`src/rtl/alu8_flags.sv`:
```
module alu8_flags #(
  parameter int W = 8
) (
  input  logic         clk,
  input  logic         rst_n,
  input  logic         op_en,
  input  logic [3:0]   op,
  input  logic [W-1:0] acc_in,
  input  logic [W-1:0] opnd,
  output logic [W-1:0] result,
  output logic         acc_we,
  output logic [7:0]   flag_next,
  output logic [7:0]   flags
);
  localparam logic [3:0] OP_ADD = 4'd0, OP_ADC = 4'd1, OP_SUB = 4'd2, OP_SBB = 4'd3,
                         OP_AND = 4'd4, OP_OR  = 4'd5, OP_XOR = 4'd6, OP_CMP = 4'd7,
                         OP_CPL = 4'd8, OP_INC = 4'd9, OP_DEC = 4'd10, OP_RLC = 4'd11,
                         OP_RRC = 4'd12, OP_RAL = 4'd13, OP_RAR = 4'd14, OP_PAS = 4'd15;
  localparam int H = W / 2;

  logic         cy_q;
  logic [W-1:0] b_eff, val;
  logic         cin, c_out, h_out;
  logic [W:0]   sum;
  logic [H:0]   hsum;
  logic         s_n, z_n, ac_n, p_n, c_n;

  assign cy_q = flags[0];

  always_comb begin
    b_eff = opnd;
    cin   = 1'b0;
    case (op)
      OP_ADC:         cin = cy_q;
      OP_SUB, OP_CMP: begin b_eff = ~opnd; cin = 1'b1; end
      OP_SBB:         begin b_eff = ~opnd; cin = ~cy_q; end
      OP_INC:         begin b_eff = '0; cin = 1'b1; end
      OP_DEC:         b_eff = '1;
      default: ;
    endcase
  end

  assign sum   = {1'b0, acc_in} + {1'b0, b_eff} + {{W{1'b0}}, cin};
  assign hsum  = {1'b0, acc_in[H-1:0]} + {1'b0, b_eff[H-1:0]} + {{H{1'b0}}, cin};
  assign c_out = sum[W];
  assign h_out = hsum[H];

  always_comb begin
    val = sum[W-1:0];
    case (op)
      OP_AND: val = acc_in & opnd;
      OP_OR:  val = acc_in | opnd;
      OP_XOR: val = acc_in ^ opnd;
      default: ;
    endcase
  end

  always_comb begin
    result = val;
    case (op)
      OP_CMP, OP_PAS: result = acc_in;
      OP_CPL: result = ~acc_in;
      OP_RLC: result = {acc_in[W-2:0], acc_in[W-1]};
      OP_RRC: result = {acc_in[0], acc_in[W-1:1]};
      OP_RAL: result = {acc_in[W-2:0], cy_q};
      OP_RAR: result = {cy_q, acc_in[W-1:1]};
      default: ;
    endcase
  end

  always_comb begin
    s_n  = flags[7];
    z_n  = flags[6];
    ac_n = flags[4];
    p_n  = flags[2];
    c_n  = cy_q;
    case (op)
      OP_ADD, OP_ADC, OP_SUB, OP_SBB, OP_CMP, OP_AND, OP_OR, OP_XOR, OP_INC, OP_DEC: begin
        s_n = val[W-1];
        z_n = (val == '0);
        p_n = ~^val;
        ac_n = h_out;
        case (op)
          OP_ADD, OP_ADC:         c_n = c_out;
          OP_SUB, OP_SBB, OP_CMP: c_n = ~c_out;
          OP_AND, OP_OR, OP_XOR:  begin c_n = 1'b0; ac_n = 1'b0; end
          default: ;
        endcase
      end
      OP_RLC, OP_RAL: c_n = acc_in[W-1];
      OP_RRC, OP_RAR: c_n = acc_in[0];
      default: ;
    endcase
  end

  assign flag_next = {s_n, z_n, 1'b0, ac_n, 1'b0, p_n, 1'b0, c_n};
  assign acc_we    = op_en && (op != OP_CMP) && (op != OP_PAS);

  always_ff @(posedge clk or negedge rst_n)
    if (!rst_n)     flags <= '0;
    else if (op_en) flags <= flag_next;
endmodule

```
`config.mk`:
```
export PLATFORM = sky130hd
export DESIGN_NAME = alu8_flags
export DESIGN_NICKNAME = d
export VERILOG_FILES = /design/src/rtl/alu8_flags.sv
export SDC_FILE = /design/constraint.sdc
export NUM_CORES = 1
export LEC_CHECK = 0
export BUFFER_PORTS_ARGS = -buffer_cell sky130_fd_sc_hd__buf_2
export CORE_MARGIN = 10
export CORE_UTILIZATION = 50
export DETAILED_ROUTE_END_ITERATION = 6
export PLACE_DENSITY = 0.74
export SLEW_MARGIN = 10
export SYNTH_ARGS = -nofsm -noshare
export SYNTH_HDL_FRONTEND = slang
export SYNTH_SLANG_ARGS = --single-unit
export TNS_END_PERCENT = 10
```
`constraint.sdc`:
```
create_clock -name clk -period 8.33 [get_ports clk]
set_input_delay 1.666 -clock clk [delete_from_list [all_inputs] [get_ports clk]]
set_output_delay 1.666 -clock clk [all_outputs]
set_load 0.02 [all_outputs]
```
== Yosys cells after proc, flatten, opt, wreduce, memory -nomap -nowiden ==
Index checks and enable logic that the tools add are counted.

* Register bits: 5
* Input port bits: 23

* Add/sub/neg operators: 4
* Equality and inequality tests: 17
* Mux-type cells: 11
* Bitwise logic cells: 7
* Reductions and logical operators: 13

{| class="wikitable"
|+ Operators with widths
! operator !! count
|-
| $pmux 8 s3 || 2
|-
| $pmux 8 s6 || 1
|-
| $eq 4x4->1 const B || 8
|-
| $eq 4x3->1 const B || 4
|-
| $not 8->8 || 2
|-
| $reduce_or 10->1 || 1
|-
| $add 8x8->9 || 1
|-
| $add 9x1->9 || 1
|-
| $pmux 1 s3 || 3
|-
| $reduce_or 3->1 || 3
|-
| $and 8x8->8 || 1
|-
| $eq 4x2->1 const B || 2
|-
| $logic_not 8->1 || 1
|-
| $or 8x8->8 || 1
|-
| $reduce_or 2->1 || 4
|-
| $reduce_xnor 8->1 || 1
|-
| $xor 8x8->8 || 1
|-
| $add 4x4->5 || 1
|-
| $add 5x1->5 || 1
|-
| $mux 1 || 5
|-
| $eq 4x1->1 const B || 1
|-
| $logic_not 4->1 || 1
|-
| $ne 4x3->1 const B || 1
|-
| $ne 4x4->1 const B || 1
|-
| 2 further kinds || 4
|}

== Logic depth before layout (Yosys ltp) ==
Gate-level depths: netlist (run 1).

* Depth in word-level cells: 8
* Gate-level depth with buffers: 19
* Depth with buffers taken out: 17

== Least setup slack after synthesis (run 1) ==
No wires, ideal clock.

* Kind: input -> output
* Start: input port op[1]
* End: output port flag_next[2]
* Arrival: 5.047 ns
* Required time: 6.664 ns
* Path slack: 1.617 ns
* Stages on the path: 17
* Cells stage by stage: buf_4 buf_4 inv_1 nor3_1 a221o_1 fa_1 inv_1 fa_1 a211oi_1 o21bai_1 mux2i_1 a221oi_1 ha_1 xor2_1 xnor2_1 a21oi_1 buf_4

* Longest elaborated chain between the ends: 8

{| class="wikitable"
|+ Ends and longest elaborated chain
! what !! line !! text
|-
| from (decl) || 7 || <nowiki>input logic [3:0] op,</nowiki>
|-
| $eq 4x2->1 or $eq 4x3->1 (tied branches) || 33, 77 ||
|-
| $reduce_or 3->1 (no line) || n/a ||
|-
| $pmux 8 s3 || 33 || <nowiki>case (op)</nowiki>
|-
| $add 8x8->9 || 43 || <nowiki>assign sum = {1'b0, acc_in} + {1'b0, b_eff} + {{W{1'b0}}, cin};</nowiki>
|-
| $add 9x1->9 || 43 ||
|-
| $pmux 8 s3 || 50 || <nowiki>case (op)</nowiki>
|-
| $reduce_xnor 8->1 || 81 || <nowiki>p_n = ~^val;</nowiki>
|-
| $mux 1 * || 77 || <nowiki>case (op)</nowiki>
|-
| to (decl) || 12 || <nowiki>output logic [7:0] flag_next,</nowiki>
|}

Every way passes the cells marked *; elsewhere a longest branch is shown, timed or not.

== Final worst setup path (run 1) ==
Ends and elaborated chain as after synthesis.

==> results of run 1 <==
==> placed cells by master (no fill, tap or decap), drive strengths merged, types with 2 or more instances in the layout <==
cell type,instances
nor2b,4
xnor2,4
nor2,25
ha,27
a22oi,8
clkbuf,4
buf,42
o32ai,2
dfrtp,5
o2bb2ai,2
nand3,4
xor2,2
fa,2
nand2b,10
and3,2
o21ai,24
nand2,23
nor3,5
a221o,2
a22o,5
o22ai,5
mux2,4
conb,6
inv,24
o211ai,2
a31oi,11
and2,5
a221oi,9
nand4,2
a211oi,3
o221ai,3
mux2i,8
a21oi,24
o21bai,2
o21a,6
==> area by class of cell <==
type	instances	area share [%]
multi-input cells	248	76.6
repair buffers	42	9.29
inverters	24	3.94
clock buffers	4	1.97
well taps	50	2.73
flip-flops and latches	5	5.47
==> cell families after synthesis <==
family / synth area share, %
XOR/XNOR: 2.45
multiplexers: 5.84
other: 0.175
buffers and inverters: 13.2
flip-flops: 5.84
AND/OR/NAND/NOR: 19.0
AO/OA/AOI/OAI: 35.9
adder cells (fa/ha/maj): 17.6
==> critical path, stage by stage <==
cell and delay [ns]:
buf_2 0.38, inv_1 0.17, nor3_1 0.58, a221o_1 0.29, fa_1 0.20, inv_1 0.06
fa_1 0.42, a211oi_1 0.40, o21bai_1 0.15, mux2i_1 0.14, a221oi_1 0.38, ha_1 0.30
xor2_1 0.17, xnor2_1 0.13, a21oi_1 0.16, buf_2 0.19
==> per-stage QoR <==
step | util (%) | std cells
after global routing | 56.0 | 373
after global placement | 54.9 | 369
final | 56.0 | 373
after detailed placement | 54.9 | 369
after floorplan | - | 308
after CTS | 56.0 | 373
==> layer usage <==
metal / vias to the layer above / part of all wire, % / routed length (µm) / global-route usage (%)
met3: 17 / 8.7 / 567 / 3.82
met2: 117 / 46 / 3010 / 26.9
met1: 1091 / 43 / 2820 / 22.2
li1: 1137 / - / - / -
met4: 0 / 2.3 / 148 / 5.54
met5: - / 0 / 0 / 0
==> power breakdown <==
| part | internal [mW] | switching [mW] | total, mW |
|---|---|---|---|
| logic | 0.0952 | 0.148 | 0.243 |
| clock network | 0.0330 | 0.0138 | 0.0468 |
| registers | 0.0310 | 0.00620 | 0.0372 |
| total | 0.159 | 0.168 | 0.327 |
==> worst min path at each step <==
stage / end / cells after the start / from / slack [ns]
after floorplan: flags[6] / 2 / flags[6] / 0.63
final: flags[7] / 1 / flags[7] / 0.53
after CTS: flags[7] / 1 / flags[7] / 0.53
after detailed placement: flags[7] / 1 / flags[7] / 0.52
after global routing: flags[7] / 1 / flags[7] / 0.55
after global placement: flags[4] / 1 / flags[4] / 0.51
==> summary.txt, run 1 <==
Cells and area
  – Sequential cell area: 125 µm²
  – Share of layout cells above drive strength 1: ~18%
  – Multi-input logic area: 1750 µm²
  – Largest regs: flags: 5 flops
  – Reg with most FFs: flags
  – Nets: 376
  – Fillers: 400
  – Cell area after layout: 2290 µm²
  – Max FFs per register: 5
  – # diodes: 0
  – Area delta synth->final: 6.83%

Outcome
  – Status: finished clean

Place
  – Final GP Congestion: 0.907
  – Port bufs: 41
  – Placement Cell Area: 2240 µm²
  – Dpl ws: about 0.96 ns
  – Detail Placement HPWL: about 5100 µm

Clock network
  – Clk root buf: clkbuf_8
  – Worst-Skew Late Latency: 0.23 ns
  – Number of clock sinks: 5
  – Clock buffer depth: 2
  – CTS tree: yes
  – # resized after CTS: 0
  – CTS Hold Buffers Added: 0
  – CTS clk-pin slew, worst paths: 0.04 ns
  – Post-CTS setup buffer count: 0
  – H-Tree Depth: 1
  – Clock buffer count from CTS: 3

Worst setup path
  – Critical path class: input pin to output pin
  – Critical R2R Launch: flags[0]
  – CP max FO: 28
  – Reg2reg path depth: 16
  – Required @ worst endpoint: 6.66 ns
  – RR Endpoint: flags[2]
  – CP endpoint kind: output pin
  – CP startpoint kind: input pin
  – Critical Path AT: 5.81 ns
  – Reg-to-reg slack, setup: ~4.3 ns
  – CP startpoint: op[1]
  – Critical Path End: flag_next[2]

STA
  – Fin. Hold Viols: 0
  – Hold WS: roughly 0.53 ns
  – Smallest setup slack after layout: 0.855 ns
  – Max Freq: 0.134 GHz
  – Tightest Pin Transition: 0.794 ns
  – Setup TNS: 0 ns
  – Final Cycle Share: 89.7%
  – RSZ-0062 raised after global routing: no
  – Final Max Tran Viols: 0
  – Clock skew: 0.00110 ns
  – Final setup violation count: 0
  – Slew HR: 47.1%
  – Period minus WS final: roughly 7.5 ns

Routing
  – Vias per std cell: approximately 6.3
  – Final wirelength: 6550 µm
  – Via count: 2362
  – Post-route ant nets: 0
  – Detailed Routing Iterations Pass 1: 7
  – Iter 0 DRT Violations: 202
  – Detailed-route DRC error count: 0
  – Wire per inst: 17.6 µm

Hold path
  – HP Class: register to register

Die
  – Die Span Y: 85.5 µm
  – DIE AREA: 7300 µm²
  – Ports: 48
  – Core Rows: 23
  – Core area: between 4000 and 5000 µm²
  – Starting Density: 52.4%
  – Die X: between 80 and 90 µm

Power and ir drop
  – Pwr/cell area: 143 nW/µm²
  – Peak VDD IR: 0.0000861 V
  – Leakage Power: around 1.1 nW
  – Final Power: 327 µW

Logic synthesis
  – Mapped cell area: approximately 2100 µm²
  – Share of the yosys chip area belonging to registers: 5.84%
  – #FFs+latches synth: 5
  – Syn avg cell area: 7.07 µm²
  – Synth Instances: 303
  – Ys flop type: dfrtp_1
  – Leading area contributor after synthesis: ha_1
  – Synth top area cells: ha_1 16%, dfrtp_1 5.8%, a21oi_1 5.6%, buf_4 5.3%, o21ai_0 4.9%
  – Most common cell in the synthesized netlist: ha_1
  – Asr flop ratio synth: 100%
  – Number of enable flip-flop cells after synthesis: 0
  – Netlist cell types: between 50 and 60
  – Yosys warns: 0
  – Synth top area share: 15.8%
  – Synth cell count leaders: 27 x ha_1, 24 x a21oi_1, 24 x inv_1, 24 x nor2_1

GRT
  – Vias in the first global route: 2104
  – First-pass GRT wire length: 10500 µm
  – Gr usage total: 17.1%
  – Initial antenna violation count: 0
  – Total grt overflow: 0
  – Largest net degree at the start of global routing: 45

Job
  – Max cap viols: 0
No activity file was read; power rests on OpenSTA's default activity.
==> inputs of run 2 (changes only) <==
--- a/config.mk
+++ b/config.mk
@@ -7,9 +7,10 @@
 export LEC_CHECK = 0
 export BUFFER_PORTS_ARGS = -buffer_cell sky130_fd_sc_hd__buf_2
 export CORE_MARGIN = 10
-export CORE_UTILIZATION = 50
+export CORE_UTILIZATION = 60
 export DETAILED_ROUTE_END_ITERATION = 6
-export PLACE_DENSITY = 0.74
+export PLACE_DENSITY = 0.86
+export SETUP_SLACK_MARGIN = 0.15
 export SLEW_MARGIN = 10
 export SYNTH_ARGS = -nofsm -noshare
 export SYNTH_HDL_FRONTEND = slang
==> run 2 against run 1 <==
  * Clock-buffer cell count stayed put
  * Hold slack worse by 0.0029 ns
  * Cell area decreased by 1.0%
  * Critical path depth unchanged
  * Clock skew rose by 0.0012 ns
  * Worst setup slack better by 0.052 ns
  * Wire length down 1.9%
  * Non-clock buffer count unchanged
  * Utilization increased by 11 points
  * Cell count fell by 1.1%
  * Critical path type unchanged
==> summary.txt, run 2 (synthesis results as in run 1) <==
STA
  – Smallest setup slack after layout: 0.906 ns (+0.0518 ns)
  – Final Max Tran Viols: 0 (unchanged)
  – Clock skew: 0.00230 ns (+0.00120 ns)
  – Final Cycle Share: 89.1% (-0.62 points)
  – Max Freq: 0.135 GHz (+0.70%)
  – Setup TNS: 0 ns (unchanged)
  – Slew HR: 45.1% (-1.9 points)
  – Fin. Hold Viols: 0 (unchanged)
  – RSZ-0062 raised after global routing: no
  – Period minus WS final: 7.42 ns (-0.0518 ns)
  – Final setup violation count: 0 (unchanged)
  – Tightest Pin Transition: 0.823 ns (+0.0291 ns)

GRT
  – Initial antenna violation count: 0 (unchanged)
  – Largest net degree at the start of global routing: 45 (unchanged)
  – First-pass GRT wire length: 10200 µm (-3.1%)
  – Gr usage total: 19.3% (+2.3 points)
  – Vias in the first global route: 2101 (-0.14%)
  – Total grt overflow: 0 (unchanged)

Cells and area
  – Share of layout cells above drive strength 1: 18.0% (unchanged)
  – Max FFs per register: 5 (unchanged)
  – Most frequent cells in the layout: 41 x buf_2, 27 x ha_1, 24 x a21oi_1, 24 x inv_1, 24 x nor2_1
  – Most common cell after layout, fill and taps aside: buf_2
  – Fillers: 297 (-26%)
  – Largest regs: flags: 5 flops
  – Area delta synth->final: 5.72%
  – # diodes: 0 (unchanged)
  – Nets: 376 (unchanged)
  – Reg with most FFs: flags

Worst setup path
  – Required @ worst endpoint: 6.66 ns (about the same)
  – Critical path class: input pin to output pin
  – Critical path's top delay family: compound AO/OA/AOI/OAI gates
  – CP startpoint kind: input pin
  – CP Buf/Inv Count: 2 (-2)
  – Reg2reg path depth: 16 (unchanged)
  – CP endpoint kind: output pin
  – Reg-to-reg slack, setup: 4.42 ns (+0.13 ns)
  – Worst path slowest cell: buf_2
  – CP max FO: 44 (+57%)
  – Critical Path AT: 5.76 ns (-0.05 ns)
  – CP Cell Sequence: buf_2 > nand2b_1 > and2_1 > nor2_1 > a221oi_1 > ha_1 > nor2b_1 > o211ai_1 > a21oi_1 > o21ai_0 > o21a_1 > ha_1 > xor2_1 > xnor2_1 > a21oi_1 > buf_2
  – RR Endpoint: flags[2]
  – Slowest stage delay, CP: 0.63 ns (+0.05 ns)
  – Critical R2R Launch: flags[0]

Power and ir drop
  – NetSw: 168 µW (-0.20%)
  – Reg power frac: 11.7% (+0.3 points)
  – Peak VDD IR: 0.000138 V (+60%)
  – Leakage Power: 1.07 nW (-0.65%)
  – Combinational share of power: 78.7% (+4.4 points)
  – Internal power: 145 µW (-9.1%)
  – Switching part of the total: 53.7% (+2.3 points)
  – Pwr/cell area: 138 nW/µm² (-3.5%)
  – Clock network fraction of design power: 9.6% (-4.7 points)

Place
  – Dpl ws: 1.07 ns (+0.105 ns)
  – Detail Placement HPWL: 4970 µm (-2.8%)
  – Final GP Congestion: 0.991 (+9.3%)
  – Port bufs: 41 (unchanged)

Clock network
  – H-Tree Depth: 1 (unchanged)
  – Worst-Skew Late Latency: 0.26 ns (+0.03 ns)
  – Post-CTS setup buffer count: 0 (unchanged)
  – CTS Hold Buffers Added: 0 (unchanged)
  – Number of clock sinks: 5 (unchanged)
  – # resized after CTS: 0 (unchanged)
  – CTS clk-pin slew, worst paths: 0.05 ns (about the same)
  – CTS tree: yes
  – Clk root buf: clkbuf_4
  – Clock buffer depth: 2 (unchanged)
  – Clock buffer count from CTS: 3 (unchanged)

Die
  – Starting Density: 63.2% (+11 points)
  – Die Span Y: 79.8 µm (-6.7%)
  – Ports: 48 (unchanged)
  – DIE AREA: 6360 µm² (-13%)
  – Core area: 3390 µm² (-17%)
  – Core Rows: 21 (-8.7%)
  – Die X: 79.8 µm (-6.7%)

Routing
  – Vias per std cell: 6.44 (+1.7%)
  – Detailed Routing Iterations Pass 1: 5 (-2)
  – Final wirelength: 6420 µm (-1.9%)
  – Iter 0 DRT Violations: 295 (+46%)
  – Wire per inst: 17.4 µm (-0.88%)
  – Detailed-route DRC error count: 0 (unchanged)
  – Post-route ant nets: 0 (unchanged)
  – Via count: 2376 (+0.59%)

Hold path
  – HP Start: flags[7]
  – Hold Crit Depth: 1 (unchanged)
  – Hold endpoint: flags[7]
  – HP Class: register to register

Outcome
  – Status: finished clean

Job
  – Max cap viols: 0 (unchanged)
[run 2: cell types whose count changed in the layout (fill, tap and decap cells not counted)]
| cell | before | now |
|---|---|---|
| clkbuf_8 | 3 | 0 |
| clkbuf_4 | 0 | 3 |
[run 2: power by group through the flow]
| stage | Clock (mW) | Combinational, mW | Sequential (mW) |
|---|---|---|---|
| 2_1_floorplan | 0 | 0.185 | 0.0430 |
| 5_1_grt | 0.0326 | 0.265 | 0.0373 |
| 4_1_cts | 0.0308 | 0.242 | 0.0364 |
| 3_5_place_dp | 0 | 0.239 | 0.0367 |
| 3_3_place_gp | 0 | 0.234 | 0.0364 |
| 6_report | 0.0301 | 0.246 | 0.0365 |
[run 2: per-stage QoR]
step                      utilization, %  hold WS (ns)  total power [mW]  cells  area [µm²]
after floorplan                        -         0.629             0.228    308        2160
after global placement              66.0         0.512             0.270    365        2240
after detailed placement            66.0         0.516             0.276    365        2240
after CTS                           66.8         0.527             0.309    369        2260
after global routing                66.8         0.549             0.335    369        2260
final                               66.8         0.527             0.312    369        2260
[run 2: worst max path at each step]
stage,end,depth (start not counted),slack [ns],start
final,flag_next[2],16,0.91,op[0]
after global routing,flag_next[2],15,0.62,op[2]
after detailed placement,flag_next[2],15,1.07,op[1]
after global placement,flag_next[2],17,1.16,op[0]
after floorplan,flag_next[2],17,1.62,op[1]
after CTS,flag_next[2],16,1.01,op[0]
[run 2: metal layers]
layer / up-vias / global-route usage, % / routed length [µm]
met4: 0 / 6.87 / 153
li1: 1135 / - / -
met3: 20 / 3.27 / 559
met1: 1101 / 25.0 / 2660
met5: - / 0 / 0
met2: 120 / 31.4 / 3050
[run 2: final cells by class]
cell class / count / area (µm²) / share of cell area (%)
Clock buffer: 4 / 26.3 / 1.16
Inverter: 24 / 90.1 / 3.98
Multi-Input combinational cell: 248 / 1750 / 77.4
Sequential cell: 5 / 125 / 5.52
Tap cell: 46 / 57.6 / 2.54
Timing Repair Buffer: 42 / 213 / 9.39
==> inputs of run 3 (changes only) <==
--- a/config.mk
+++ b/config.mk
@@ -6,10 +6,9 @@
 export NUM_CORES = 1
 export LEC_CHECK = 0
 export BUFFER_PORTS_ARGS = -buffer_cell sky130_fd_sc_hd__buf_2
-export CORE_MARGIN = 10
-export CORE_UTILIZATION = 60
+export CORE_UTILIZATION = 50
 export DETAILED_ROUTE_END_ITERATION = 6
-export PLACE_DENSITY = 0.86
+export PLACE_DENSITY = 0.74
 export SETUP_SLACK_MARGIN = 0.15
 export SLEW_MARGIN = 10
 export SYNTH_ARGS = -nofsm -noshare
==> run 3 against run 2 <==
  * Via count decreased by 1.9%
  * Largest cell class unchanged
  * Cell area increased by 1.0%
  * Non-clock buffer count unchanged
  * Die area decreased by 28%
  * Sequential cell count unchanged
  * Maximum frequency increased by 0.17%
  * Clock skew increased by 0.0012 ns
  * Cell count increased by 1.1%
  * First-iteration DRC count decreased by 25%
  * Critical endpoint unchanged
  * Highest routed layer unchanged
  * Wire length decreased by 6.4%
  * Power increased by 3.0%
==> summary.txt, run 3 (synthesis results as in run 1) <==
Routing
  – Detailed-route DRC error count: 0 (unchanged)
  – Final wirelength: 6010 µm (-6.4%)
  – Detailed Routing Iterations Pass 1: 4 (-1)
  – Wire per inst: 16.1 µm (-7.4%)
  – Via count: 2332 (-1.9%)
  – Post-route ant nets: 0 (unchanged)
  – Iter 0 DRT Violations: 220 (-25%)
  – Vias per std cell: 6.25 (-2.9%)

Power and ir drop
  – Pwr/cell area: 141 nW/µm² (+1.9%)
  – Combinational share of power: 74.5% (-4.2 points)
  – Leakage Power: 1.07 nW (+0.73%)
  – NetSw: 163 µW (-3.0%)
  – Clock network fraction of design power: 14.0% (+4.4 points)
  – Internal power: 159 µW (+9.9%)
  – Peak VDD IR: 0.000118 V (-15%)
  – Switching part of the total: 50.6% (-3.1 points)
  – Reg power frac: 11.4% (-0.3 points)

STA
  – Final Max Tran Viols: 0 (unchanged)
  – Final Cycle Share: 89.0% (-0.15 points)
  – Tightest Pin Transition: 0.809 ns (-0.0140 ns)
  – Smallest setup slack after layout: 0.919 ns (+0.0127 ns)
  – RSZ-0062 raised after global routing: no
  – Slew HR: 46.1% (+0.93 points)
  – Setup TNS: 0 ns (unchanged)
  – Fin. Hold Viols: 0 (unchanged)
  – Clock skew: 0.00353 ns (+0.00123 ns)
  – Max Freq: 0.135 GHz (+0.17%)
  – Period minus WS final: 7.41 ns (-0.0127 ns)
  – Final setup violation count: 0 (unchanged)

Outcome
  – Status: finished clean

Hold path
  – Hold Crit Depth: 1 (unchanged)
  – HP Start: flags[4]
  – Hold endpoint: flags[4]
  – HP Class: register to register

Worst setup path
  – Required @ worst endpoint: 6.66 ns (about the same)
  – Critical R2R Launch: flags[0]
  – Critical path's top delay family: compound AO/OA/AOI/OAI gates
  – CP Cell Sequence: buf_2 > or2_0 > a31oi_1 > a221o_1 > fa_1 > inv_1 > fa_1 > a211oi_1 > o21bai_1 > mux2i_1 > a221oi_1 > ha_1 > xor2_1 > xnor2_1 > a21oi_1 > buf_2
  – Stages on the worst setup path: 16 (unchanged)
  – CP Buf/Inv Count: 3 (+1)
  – Critical Path AT: 5.75 ns (about the same)
  – Reg-to-reg slack, setup: 4.38 ns (-0.04 ns)
  – Slowest stage delay, CP: 0.63 ns (about the same)
  – CP endpoint kind: output pin
  – RR Endpoint: flags[2]
  – Critical path class: input pin to output pin
  – Reg2reg path depth: 16 (unchanged)
  – Worst path slowest cell: or2_0
  – CP max FO: 28 (-36%)
  – CP startpoint kind: input pin

Cells and area
  – Most frequent cells in the layout: 41 x buf_2, 27 x ha_1, 24 x a21oi_1, 24 x inv_1, 24 x nor2_1
  – # diodes: 0 (unchanged)
  – Largest regs: flags: 5 flops
  – Fillers: 427 (+44%)
  – Area delta synth->final: 6.83%
  – Max FFs per register: 5 (unchanged)
  – Share of layout cells above drive strength 1: 18.0% (unchanged)
  – Nets: 376 (unchanged)
  – Reg with most FFs: flags
  – Most common cell after layout, fill and taps aside: buf_2

Place
  – Dpl ws: 1.01 ns (-0.0559 ns)
  – Port bufs: 41 (unchanged)
  – Detail Placement HPWL: 4670 µm (-6.1%)
  – Final GP Congestion: 0.995 (+0.45%)

Die
  – Core area: 4060 µm² (+20%)
  – Die Span Y: 67.5 µm (-15%)
  – Starting Density: 52.8% (-10 points)
  – Ports: 48 (unchanged)
  – DIE AREA: 4550 µm² (-28%)
  – Core Rows: 23 (+9.5%)
  – Die X: 67.5 µm (-15%)

Clock network
  – Clock buffer count from CTS: 3 (unchanged)
  – CTS clk-pin slew, worst paths: 0.03 ns (-0.02 ns)
  – H-Tree Depth: 1 (unchanged)
  – Post-CTS setup buffer count: 0 (unchanged)
  – Worst-Skew Late Latency: 0.22 ns (-0.04 ns)
  – Number of clock sinks: 5 (unchanged)
  – Clock buffer depth: 2 (unchanged)
  – Clk root buf: clkbuf_8
  – CTS tree: yes
  – CTS Hold Buffers Added: 0 (unchanged)
  – # resized after CTS: 0 (unchanged)

Job
  – Max cap viols: 0 (unchanged)

GRT
  – Gr usage total: 26.8% (+7.4 points)
  – Initial antenna violation count: 0 (unchanged)
  – Vias in the first global route: 1996 (-5.0%)
  – Total grt overflow: 0 (unchanged)
  – Largest net degree at the start of global routing: 45 (unchanged)
  – First-pass GRT wire length: 9270 µm (-9.1%)
## run 3: stage by stage
step / hold slack [ns] / cells / total power, mW / instance area, µm² / utilization, %
after global routing: 0.558 / 373 / 0.351 / 2290 / 56.4
final: 0.531 / 373 / 0.322 / 2290 / 56.4
after detailed placement: 0.518 / 369 / 0.274 / 2240 / 55.3
after floorplan: 0.629 / 308 / 0.228 / 2160 / -
after CTS: 0.522 / 373 / 0.321 / 2290 / 56.4
after global placement: 0.509 / 369 / 0.270 / 2240 / 55.3
## run 3: area by class of cell
type	instances	area, µm²	area share (%)
Multi-Input combinational cell	248	1750	76.6
Timing Repair Buffer	42	213	9.29
Clock buffer	4	45.0	1.97
Tap cell	50	62.6	2.73
Sequential cell	5	125	5.47
Inverter	24	90.1	3.94
## run 3: how the worst max path moves through the flow
stage	slack, ns	endpoint	startpoint
2_1_floorplan	1.62	flag_next[2]	op[1]
3_3_place_gp	1.17	flag_next[2]	op[1]
3_5_place_dp	1.01	flag_next[2]	op[1]
4_1_cts	1.01	flag_next[2]	op[1]
5_1_grt	0.65	flag_next[2]	op[0]
6_report	0.92	flag_next[2]	op[1]
## run 3: per-layer routing
metal | vias up | track usage [%] | wire [µm]
met4 | 0 | 5.59 | 48
met1 | 1098 | 36.2 | 2670
li1 | 1133 | - | -
met5 | - | 0 | 0
met3 | 4 | 3.04 | 416
met2 | 97 | 45.4 | 2880
## run 3: power by group through the flow
| stage | Sequential [mW] | Clock (mW) | Combinational [mW] |
|---|---|---|---|
| 6_report | 0.0368 | 0.0452 | 0.240 |
| 4_1_cts | 0.0365 | 0.0465 | 0.238 |
| 3_3_place_gp | 0.0365 | 0 | 0.234 |
| 5_1_grt | 0.0376 | 0.0483 | 0.265 |
| 2_1_floorplan | 0.0430 | 0 | 0.185 |
| 3_5_place_dp | 0.0369 | 0 | 0.237 |
## run 3: worst register-to-register path, delay by kind of cell, from the launching register on
family          cells  cell delay, ns
fa+ha+maj           3            0.97
mux                 2            0.43
compound gates      6            1.41
buf+inv             1            0.06
simple gates        2            0.14
xor+xnor            2            0.32
flops               1            0.53
